## src/rtl/fsp_pkg.sv

```systemverilog
package fsp_pkg;
  localparam int BYTE_W = 8;
  localparam int HALF_W = 2 * BYTE_W;
  // one strobe period followed by one period per data bit
  localparam int SLOT_PERIODS = BYTE_W + 1;
  typedef logic [HALF_W-1:0] half_t;
  typedef logic [BYTE_W-1:0] byte_t;
endpackage

```

## src/rtl/fsp_fifo.sv

```systemverilog
module fsp_fifo #(
  parameter int W     = 16,
  parameter int DEPTH = 16,
  localparam int AW = (DEPTH > 1) ? $clog2(DEPTH) : 1,
  localparam int LW = $clog2(DEPTH + 1)
) (
  input  logic          clk,
  input  logic          rst_n,
  input  logic          push,
  input  logic [W-1:0]  push_data,
  input  logic          pop,
  output logic [W-1:0]  head,
  output logic          full,
  output logic          empty,
  output logic [LW-1:0] level
);
  logic [W-1:0]  mem [DEPTH];
  logic [AW-1:0] wptr, rptr;
  logic [LW-1:0] cnt;
  logic          do_push, do_pop;

  assign full    = (cnt == LW'(DEPTH));
  assign empty   = (cnt == '0);
  assign do_push = push && !full;
  assign do_pop  = pop && !empty;
  assign head    = mem[rptr];
  assign level   = cnt;

  function automatic logic [AW-1:0] step(input logic [AW-1:0] p);
    return (p == AW'(DEPTH - 1)) ? '0 : p + 1'b1;
  endfunction

  always_ff @(posedge clk) begin
    if (do_push) mem[wptr] <= push_data;
  end

  always_ff @(posedge clk or negedge rst_n) begin
    if (!rst_n) begin
      wptr <= '0;
      rptr <= '0;
      cnt  <= '0;
    end else begin
      if (do_push) wptr <= step(wptr);
      if (do_pop)  rptr <= step(rptr);
      case ({do_push, do_pop})
        2'b10:   cnt <= cnt + 1'b1;
        2'b01:   cnt <= cnt - 1'b1;
        default: cnt <= cnt;
      endcase
    end
  end
endmodule

```

## src/rtl/fsp_timing.sv

```systemverilog
module fsp_timing #(
  parameter int CLK_HALF    = 4,
  parameter int SYNC_STAGES = 2,
  parameter int SLOT        = 9,
  localparam int DW = $clog2(CLK_HALF + 1),
  localparam int SW = $clog2(SLOT)
) (
  input  logic clk,
  input  logic rst_n,
  input  logic master,
  input  logic run,
  input  logic sclk_in,
  input  logic rxd_in,
  input  logic txfs_in,
  input  logic rxfs_in,
  output logic sclk_out,
  output logic frame_out,
  output logic rise,
  output logic fall,
  output logic rxd_s,
  output logic txfs_e,
  output logic rxfs_e
);
  // resynchronisers: {clock, data, tx strobe, rx strobe}
  logic [SYNC_STAGES-1:0][3:0] sync_q;
  logic [3:0] sync_out;
  logic       sclk_prev;

  always_ff @(posedge clk or negedge rst_n) begin
    if (!rst_n) begin
      sync_q    <= '0;
      sclk_prev <= 1'b0;
    end else begin
      sync_q    <= {sync_q[SYNC_STAGES-2:0], {sclk_in, rxd_in, txfs_in, rxfs_in}};
      sclk_prev <= sync_out[3];
    end
  end
  assign sync_out = sync_q[SYNC_STAGES-1];

  // master clock and frame generator
  logic [DW-1:0] div_cnt;
  logic [SW-1:0] slot;
  logic          sclk_q, frame_q, tick, gen_on;

  assign gen_on = master && run;
  assign tick   = gen_on && (div_cnt == DW'(CLK_HALF - 1));

  always_ff @(posedge clk or negedge rst_n) begin
    if (!rst_n) begin
      div_cnt <= '0;
      sclk_q  <= 1'b0;
      slot    <= SW'(SLOT - 1);
      frame_q <= 1'b0;
    end else if (!gen_on) begin
      div_cnt <= '0;
      sclk_q  <= 1'b0;
      slot    <= SW'(SLOT - 1);
      frame_q <= 1'b0;
    end else if (tick) begin
      div_cnt <= '0;
      sclk_q  <= ~sclk_q;
      if (!sclk_q) begin
        slot    <= (slot == SW'(SLOT - 1)) ? '0 : slot + 1'b1;
        frame_q <= (slot == SW'(SLOT - 1));
      end
    end else begin
      div_cnt <= div_cnt + 1'b1;
    end
  end

  logic m_rise, m_fall, s_rise, s_fall;
  assign m_rise = tick && !sclk_q;
  assign m_fall = tick && sclk_q;
  assign s_rise = !master && run && sync_out[3] && !sclk_prev;
  assign s_fall = !master && run && !sync_out[3] && sclk_prev;

  assign rise      = m_rise || s_rise;
  assign fall      = m_fall || s_fall;
  assign sclk_out  = sclk_q;
  assign frame_out = frame_q;
  assign rxd_s     = sync_out[2];
  assign txfs_e    = master ? frame_q : sync_out[1];
  assign rxfs_e    = master ? frame_q : sync_out[0];
endmodule

```

## src/rtl/fsp_tx.sv

```systemverilog
module fsp_tx
  import fsp_pkg::*;
(
  input  logic  clk,
  input  logic  rst_n,
  input  logic  en,
  input  logic  rise,
  input  logic  fall,
  input  logic  fs,
  input  logic  q_empty,
  input  half_t q_head,
  output logic  pop,
  output logic  underrun,
  output logic  txd
);
  localparam int CW = $clog2(BYTE_W + 1);

  logic [CW-1:0] bits_left;
  byte_t         sh, lo;
  logic          have_lo, txd_q, load;

  assign load     = en && fall && fs && (bits_left == '0);
  assign pop      = load && !have_lo && !q_empty;
  assign underrun = load && !have_lo && q_empty;
  assign txd      = txd_q;

  always_ff @(posedge clk or negedge rst_n) begin
    if (!rst_n) begin
      bits_left <= '0;
      sh        <= '0;
      lo        <= '0;
      have_lo   <= 1'b0;
      txd_q     <= 1'b0;
    end else if (!en) begin
      bits_left <= '0;
      sh        <= '0;
      have_lo   <= 1'b0;
      txd_q     <= 1'b0;
    end else if (load) begin
      bits_left <= CW'(BYTE_W);
      if (have_lo) begin
        sh      <= lo;
        have_lo <= 1'b0;
      end else if (!q_empty) begin
        sh      <= q_head[HALF_W-1:BYTE_W];
        lo      <= q_head[BYTE_W-1:0];
        have_lo <= 1'b1;
      end else begin
        sh <= '0;
      end
    end else if (rise && (bits_left != '0)) begin
      txd_q     <= sh[BYTE_W-1];
      sh        <= {sh[BYTE_W-2:0], 1'b0};
      bits_left <= bits_left - 1'b1;
    end
  end
endmodule

```

## src/rtl/fsp_rx.sv

```systemverilog
module fsp_rx
  import fsp_pkg::*;
(
  input  logic  clk,
  input  logic  rst_n,
  input  logic  en,
  input  logic  fall,
  input  logic  fs,
  input  logic  rxd,
  input  logic  q_full,
  output logic  push,
  output half_t push_data,
  output logic  overrun
);
  localparam int CW = $clog2(BYTE_W + 1);

  logic [CW-1:0] bits_left;
  byte_t         sh, hi, byte_done;
  logic          have_hi, last;

  assign byte_done = {sh[BYTE_W-2:0], rxd};
  assign last      = en && fall && (bits_left == CW'(1));
  assign push      = last && have_hi && !q_full;
  assign overrun   = last && have_hi && q_full;
  assign push_data = {hi, byte_done};

  always_ff @(posedge clk or negedge rst_n) begin
    if (!rst_n) begin
      bits_left <= '0;
      sh        <= '0;
      hi        <= '0;
      have_hi   <= 1'b0;
    end else if (!en) begin
      bits_left <= '0;
      have_hi   <= 1'b0;
    end else if (fall) begin
      if (bits_left != '0) begin
        sh        <= byte_done;
        bits_left <= bits_left - 1'b1;
        if (bits_left == CW'(1)) begin
          if (!have_hi) begin
            hi      <= byte_done;
            have_hi <= 1'b1;
          end else begin
            have_hi <= 1'b0;
          end
        end
      end else if (fs) begin
        bits_left <= CW'(BYTE_W);
      end
    end
  end
endmodule

```

## src/rtl/framed_serial_port.sv

```systemverilog
module framed_serial_port
  import fsp_pkg::*;
#(
  parameter int DEPTH       = 16,
  parameter int CLK_HALF    = 4,
  parameter int SYNC_STAGES = 2
) (
  input  logic        clk,
  input  logic        rst_n,
  input  logic        cfg_master,
  input  logic        cfg_tx_en,
  input  logic        cfg_rx_en,
  input  logic        tx_valid,
  output logic        tx_ready,
  input  logic [15:0] tx_data,
  output logic        rx_valid,
  input  logic        rx_ready,
  output logic [15:0] rx_data,
  input  logic        stat_rd,
  output logic        stat_underrun,
  output logic        stat_overrun,
  output logic        irq_tx,
  output logic        irq_rx,
  input  logic        sclk_in,
  output logic        sclk_out,
  output logic        sclk_oe,
  output logic        txd_out,
  input  logic        rxd_in,
  input  logic        txfs_in,
  output logic        txfs_out,
  output logic        txfs_oe,
  input  logic        rxfs_in,
  output logic        rxfs_out,
  output logic        rxfs_oe
);
  localparam int LW        = $clog2(DEPTH + 1);
  localparam int HALF_MARK = DEPTH / 2;

  logic rise, fall, rxd_s, txfs_e, rxfs_e, frame, run;
  logic tx_full, tx_empty, rx_full, rx_empty;
  logic tx_pop, und_evt, rx_push, ovr_evt;
  logic [LW-1:0] tx_level, rx_level;
  half_t tx_head, rx_word, rx_head;
  logic und_q, ovr_q;

  assign run = cfg_tx_en || cfg_rx_en;

  fsp_timing #(
    .CLK_HALF(CLK_HALF), .SYNC_STAGES(SYNC_STAGES), .SLOT(SLOT_PERIODS)
  ) u_timing (
    .clk(clk), .rst_n(rst_n), .master(cfg_master), .run(run),
    .sclk_in(sclk_in), .rxd_in(rxd_in), .txfs_in(txfs_in), .rxfs_in(rxfs_in),
    .sclk_out(sclk_out), .frame_out(frame), .rise(rise), .fall(fall),
    .rxd_s(rxd_s), .txfs_e(txfs_e), .rxfs_e(rxfs_e)
  );

  fsp_fifo #(.W(HALF_W), .DEPTH(DEPTH)) u_txq (
    .clk(clk), .rst_n(rst_n), .push(tx_valid), .push_data(tx_data),
    .pop(tx_pop), .head(tx_head), .full(tx_full), .empty(tx_empty),
    .level(tx_level)
  );

  fsp_fifo #(.W(HALF_W), .DEPTH(DEPTH)) u_rxq (
    .clk(clk), .rst_n(rst_n), .push(rx_push), .push_data(rx_word),
    .pop(rx_ready), .head(rx_head), .full(rx_full), .empty(rx_empty),
    .level(rx_level)
  );

  fsp_tx u_tx (
    .clk(clk), .rst_n(rst_n), .en(cfg_tx_en), .rise(rise), .fall(fall),
    .fs(txfs_e), .q_empty(tx_empty), .q_head(tx_head), .pop(tx_pop),
    .underrun(und_evt), .txd(txd_out)
  );

  fsp_rx u_rx (
    .clk(clk), .rst_n(rst_n), .en(cfg_rx_en), .fall(fall), .fs(rxfs_e),
    .rxd(rxd_s), .q_full(rx_full), .push(rx_push), .push_data(rx_word),
    .overrun(ovr_evt)
  );

  always_ff @(posedge clk or negedge rst_n) begin
    if (!rst_n) begin
      und_q <= 1'b0;
      ovr_q <= 1'b0;
    end else begin
      und_q <= (und_q && !stat_rd) || und_evt;
      ovr_q <= (ovr_q && !stat_rd) || ovr_evt;
    end
  end

  assign tx_ready      = !tx_full;
  assign rx_valid      = !rx_empty;
  assign rx_data       = rx_head;
  assign stat_underrun = und_q;
  assign stat_overrun  = ovr_q;
  assign irq_tx        = cfg_tx_en && (tx_level <= LW'(HALF_MARK));
  assign irq_rx        = cfg_rx_en && (rx_level >= LW'(HALF_MARK));
  assign sclk_oe       = cfg_master;
  assign txfs_oe       = cfg_master;
  assign rxfs_oe       = cfg_master;
  assign txfs_out      = frame;
  assign rxfs_out      = frame;
endmodule

```

## config.mk

```make
export PLATFORM = sky130hd
export DESIGN_NAME = framed_serial_port
export DESIGN_NICKNAME = d
export VERILOG_FILES = /design/src/rtl/fsp_pkg.sv /design/src/rtl/fsp_fifo.sv /design/src/rtl/fsp_timing.sv /design/src/rtl/fsp_tx.sv /design/src/rtl/fsp_rx.sv /design/src/rtl/framed_serial_port.sv
export SDC_FILE = /design/constraint.sdc
export NUM_CORES = 1
export LEC_CHECK = 0
export ABC_AREA = 1
export BUFFER_PORTS_ARGS = -buffer_cell sky130_fd_sc_hd__clkbuf_2
export CORE_MARGIN = 2
export CORE_UTILIZATION = 59
export DETAILED_ROUTE_END_ITERATION = 8
export GPL_TIMING_DRIVEN = 0
export PLACE_DENSITY_LB_ADDON = 0.15
export SLEW_MARGIN = 10
export SYNTH_ARGS = -nofsm -noshare
export SYNTH_HDL_FRONTEND = slang
export SYNTH_HIERARCHICAL = 1
export SYNTH_SLANG_ARGS = --single-unit
export TNS_END_PERCENT = 50
```

## constraint.sdc

```tcl
create_clock -name clk -period 3.3 [get_ports clk]
set_input_delay 0.825 -clock clk [delete_from_list [all_inputs] [get_ports clk]]
set_output_delay 0.825 -clock clk [all_outputs]
set_load 0.005 [all_outputs]
```

==> impl_metrics.py <==
metrics = {
    "power": {
        "peakVddDrop_mv": 0.5704,
        "comb_power_share": 0.302,
        "switchingPower_mw": 8.241,
        "clock_power_share": 0.296,
        "swShare": 0.3496,
        "intPower_mw": 15.33,
        "p_leak_nw": 14.18,
        "powerDensity_mw_per_mm2": 763.0,
        "power_mw": 23.57,
        "seq_power_share": 0.402,
    },
    "route": {
        "drc": 0,
        "wirelength_um": 65780,
        "drt_first_iter_violations": 1738,
        "wl_per_cell_um": 18.22,
        "routed_via_density": 5.277,
        "antenna_left": 0,
        "vias": 19050,
        "firstDrtPassIters": 7,
    },
    "sta": {
        "worst_pin_slew_ns": 0.9295,
        "finalHoldViolCount": 0,
        "fmax_ghz": 0.3115,
        "clock_skew_ns": 0.02484,
        "fin_crit_sh": 0.9729,
        "setup_viol": 0,
        "relSlewSlack": 0.3797,
        "finalSetupTns_ns": 0,
        "finalMaxSlewViolations": 0,
        "finalCriticalPeriod_ns": 3.211,
        "rsz0062_at_grt": "yes",
    },
    "clock_tree": {
        "clk_path_buf_depth": 3,
        "cts-htree-levels": 2,
        "numCtsBuffers": 60,
        "clk_latency_ns": 0.63,
        "clock_sinks": 600,
        "cts_hold_buf": 0,
        "cts_tree": "done",
        "clkTransAtPathRegs_ns": 0.06,
        "clock-root-buffer": "clkbuf_16",
    },
    "floorplanning": {
        "die_area_mm2": 0.04809,
        "core_area_mm2": 0.04558,
        "start_util": 0.6001,
        "ioPinCount": 57,
        "die_y_um": 219.3,
        "rows": 78,
        "die_x_um": 219.3,
    },
    "final_layout": {
        "fillers": 3418,
        "multiInputGateArea_mm2": 0.007068,
        "drive_above_1_share": 0.1296,
        "final_cell_area_mm2": 0.03089,
        "areaGrowthSynthToFinish_pct": 12.94,
        "final-seq-area_mm2": 0.01758,
        "nNetsFinal": 3012,
        "antennaDiodeCount": 0,
    },
    "setup_path": {
        "worstPathCellList": "inv_1, buf_2, buf_2, nand3_1, nand2_1, nand2_1, nand2_1, inv_2, nand2_1, clkbuf_2",
        "cp_slowest_stage_delay_ns": 0.42,
        "critPathLaunchType": "register",
        "reg2regPathDepth": 12,
        "worstPathRequired_ns": 2.47,
        "critPathKind": "reg2out",
        "arrival_ns": 2.39,
        "crit_slowest_cell": "dfrtp_1",
        "worst-path-stages": 10,
        "critical_path.top_delay_family": "buffers and inverters",
        "cp_num_buf_inv": 5,
        "r2r_slack_ns": 0.16,
        "crit_end": "rx_data[8]",
        "startpoint": "u_rxq/rptr[1]",
        "crit_top_cell": "nand2_1",
        "r2r-end": "u_rxq/mem[14][12]",
        "cp_max_fo": 10,
        "r2r-start": "u_timing/div_cnt[0]",
        "end_kind": "output port",
    },
    "global_route": {
        "grt_pass1_vias": 18260,
        "grt_pass1_wl_um": 100900,
        "grt_use_total": 0.2792,
        "grt_max_degree": 89,
        "overflow": 0,
        "antenna_found_initial": 0,
    },
    "synth": {
        "synth_area_leaders": "edfxtp_1, nand2_1, dfrtp_1, inv_1, nand3_1",
        "synthesis.area_mm2": 0.02735,
        "yosysUniqueCellTypes": 41,
        "synth_compound_area_frac": 0.01322,
        "synth_top_family_by_area": "simple AND/OR/NAND/NOR gates",
        "synth_top_area_cell": "edfxtp_1",
        "synth.area.mux_share": 0,
        "ys_seq_area_frac": 0.6427,
        "ys_ff_latch": 600,
        "syn_avg_cell_area_um2": 9.699,
        "netlist.area_leader.share": 0.5621,
        "synthSimpleGateAreaFrac": 0.2237,
        "yosys.area_share.xor_xnor": 0.003523,
        "synth-edff-count": 512,
        "synthMostInstantiatedCell": "nand2_1",
        "synth_flop_cell": "edfxtp_1",
        "ys.warnings.count": 6,
        "synth.net_count": 2874,
        "ys_top_cells_by_count": "nand2_1, inv_1, edfxtp_1",
        "synthAdderAreaFrac": 0.01244,
        "async_flop_share": 0.1467,
        "synth_cells": 2820,
    },
    "min_path": {
        "min_path_type": "in2async",
    },
    "place": {
        "portBuffers": 56,
        "gp_congestion": 0.9601,
        "place_hpwl_um": 43610,
        "placed_area_mm2": 0.02865,
    },
    "run": {
        "cap_violations": 0,
    },
    "status": {
        "status": "completed",
    },
}
==> state kept, by name, indices dropped and copies added (netlist names), 3 cells and up <==
register,cells
u_rx/sh,7
u_timing/div_cnt,3
u_rxq/level,5
u_tx/lo,8
u_rxq/rptr,4
u_txq/level,5
u_tx/sh,8
u_rxq/mem,256
u_rx/hi,8
u_timing/sync_out,4
u_txq/mem,256
u_timing/slot,4
u_rxq/wptr,4
u_txq/rptr,4
u_rx/bits_left,4
u_tx/bits_left,4
u_timing/sync_q,4
u_txq/wptr,4
==> cell usage in the layout, fill, tap and decap left out, types with 21 or more instances in the layout <==
master	netlist	layout
edfxtp_1	512	512
nand3_1	361	360
buf_4	25	28
inv_1	535	534
dfrtp_1	87	87
ha_1	24	21
clkbuf_16	0	61
clkbuf_2	0	55
o21ai_0	24	24
nor2_2	5	27
inv_2	30	31
buf_2	55	53
nand2_1	978	977
clkbuf_1	10	25
==> how the worst min path moves through the flow <==
stage               slack [ns]  depth (start not counted)               start              endpoint
CTS                       0.28                          1             txfs_in    u_timing/sync_q[1]
detailed placement        0.34                          0  u_timing/sync_q[3]  u_timing/sync_out[3]
global placement          0.34                          0  u_timing/sync_q[0]  u_timing/sync_out[0]
global route              0.29                          1             sclk_in    u_timing/sync_q[3]
floorplan                 0.33                          0  u_timing/sync_q[0]  u_timing/sync_out[0]
finish                    0.27                          1               rst_n        u_txq/level[2]
==> layer usage <==
layer,track usage,vias to the layer above,wire [µm]
met5,0,-,0
met4,0.1180,0,2733
met3,0.03895,128,4474
met2,0.4716,766,31910
met1,0.3638,9007,26660
li1,-,9150,-
==> final cells by class <==
type | instances | share of cell area
plain buffers | 112 | 0.02333
clock buffers | 86 | 0.05570
clock inverters | 28 | 0.01049
inverters | 571 | 0.06943
multi-input cells | 1537 | 0.2288
flip-flops and latches | 600 | 0.5691
well taps | 600 | 0.02430
repair buffers | 76 | 0.01888
==> metrics by stage <==
stage	hold slack, ns	cells	setup WS, ns	utilization
2_1_floorplan	0.3312	2820	-0.07044	-
3_3_place_gp	0.3361	3476	-1.247	0.6227
3_5_place_dp	0.3379	3489	-0.9163	0.6287
4_1_cts	0.2763	3603	-0.08049	0.6740
5_1_grt	0.2940	3610	-0.06721	0.6778
6_report	0.2714	3610	0.08942	0.6778
==> cells by family (layout without fill, tap and decap cells) <==
family | Yosys count | count (layout)
AOI/OAI and AO/OA | 54 | 54
xor gates and xnor gates | 11 | 11
adders and majority gates | 26 | 26
buffers and inverters | 683 | 873
DFF | 600 | 600
and+or+nand+nor | 1446 | 1446
==> timing repair <==
action	in CTS	in global routing
buffers inserted	0	7
endpoints found under the hold margin	0	0
gates resized for setup	7	14
setup endpoints to repair	139	189
pin swaps	0	5
gates cloned	0	0
==> power groups by stage <==
stage	Clock, mW	Sequential, mW	Combinational, mW
detailed placement	0	9.61	6.93
finish	6.99	9.47	7.12
CTS	7.09	9.46	6.99
global placement	0	9.59	6.71
global route	7.36	9.52	7.83
floorplan	0	9.36	4.63
No activity file was read; power rests on OpenSTA's default activity.
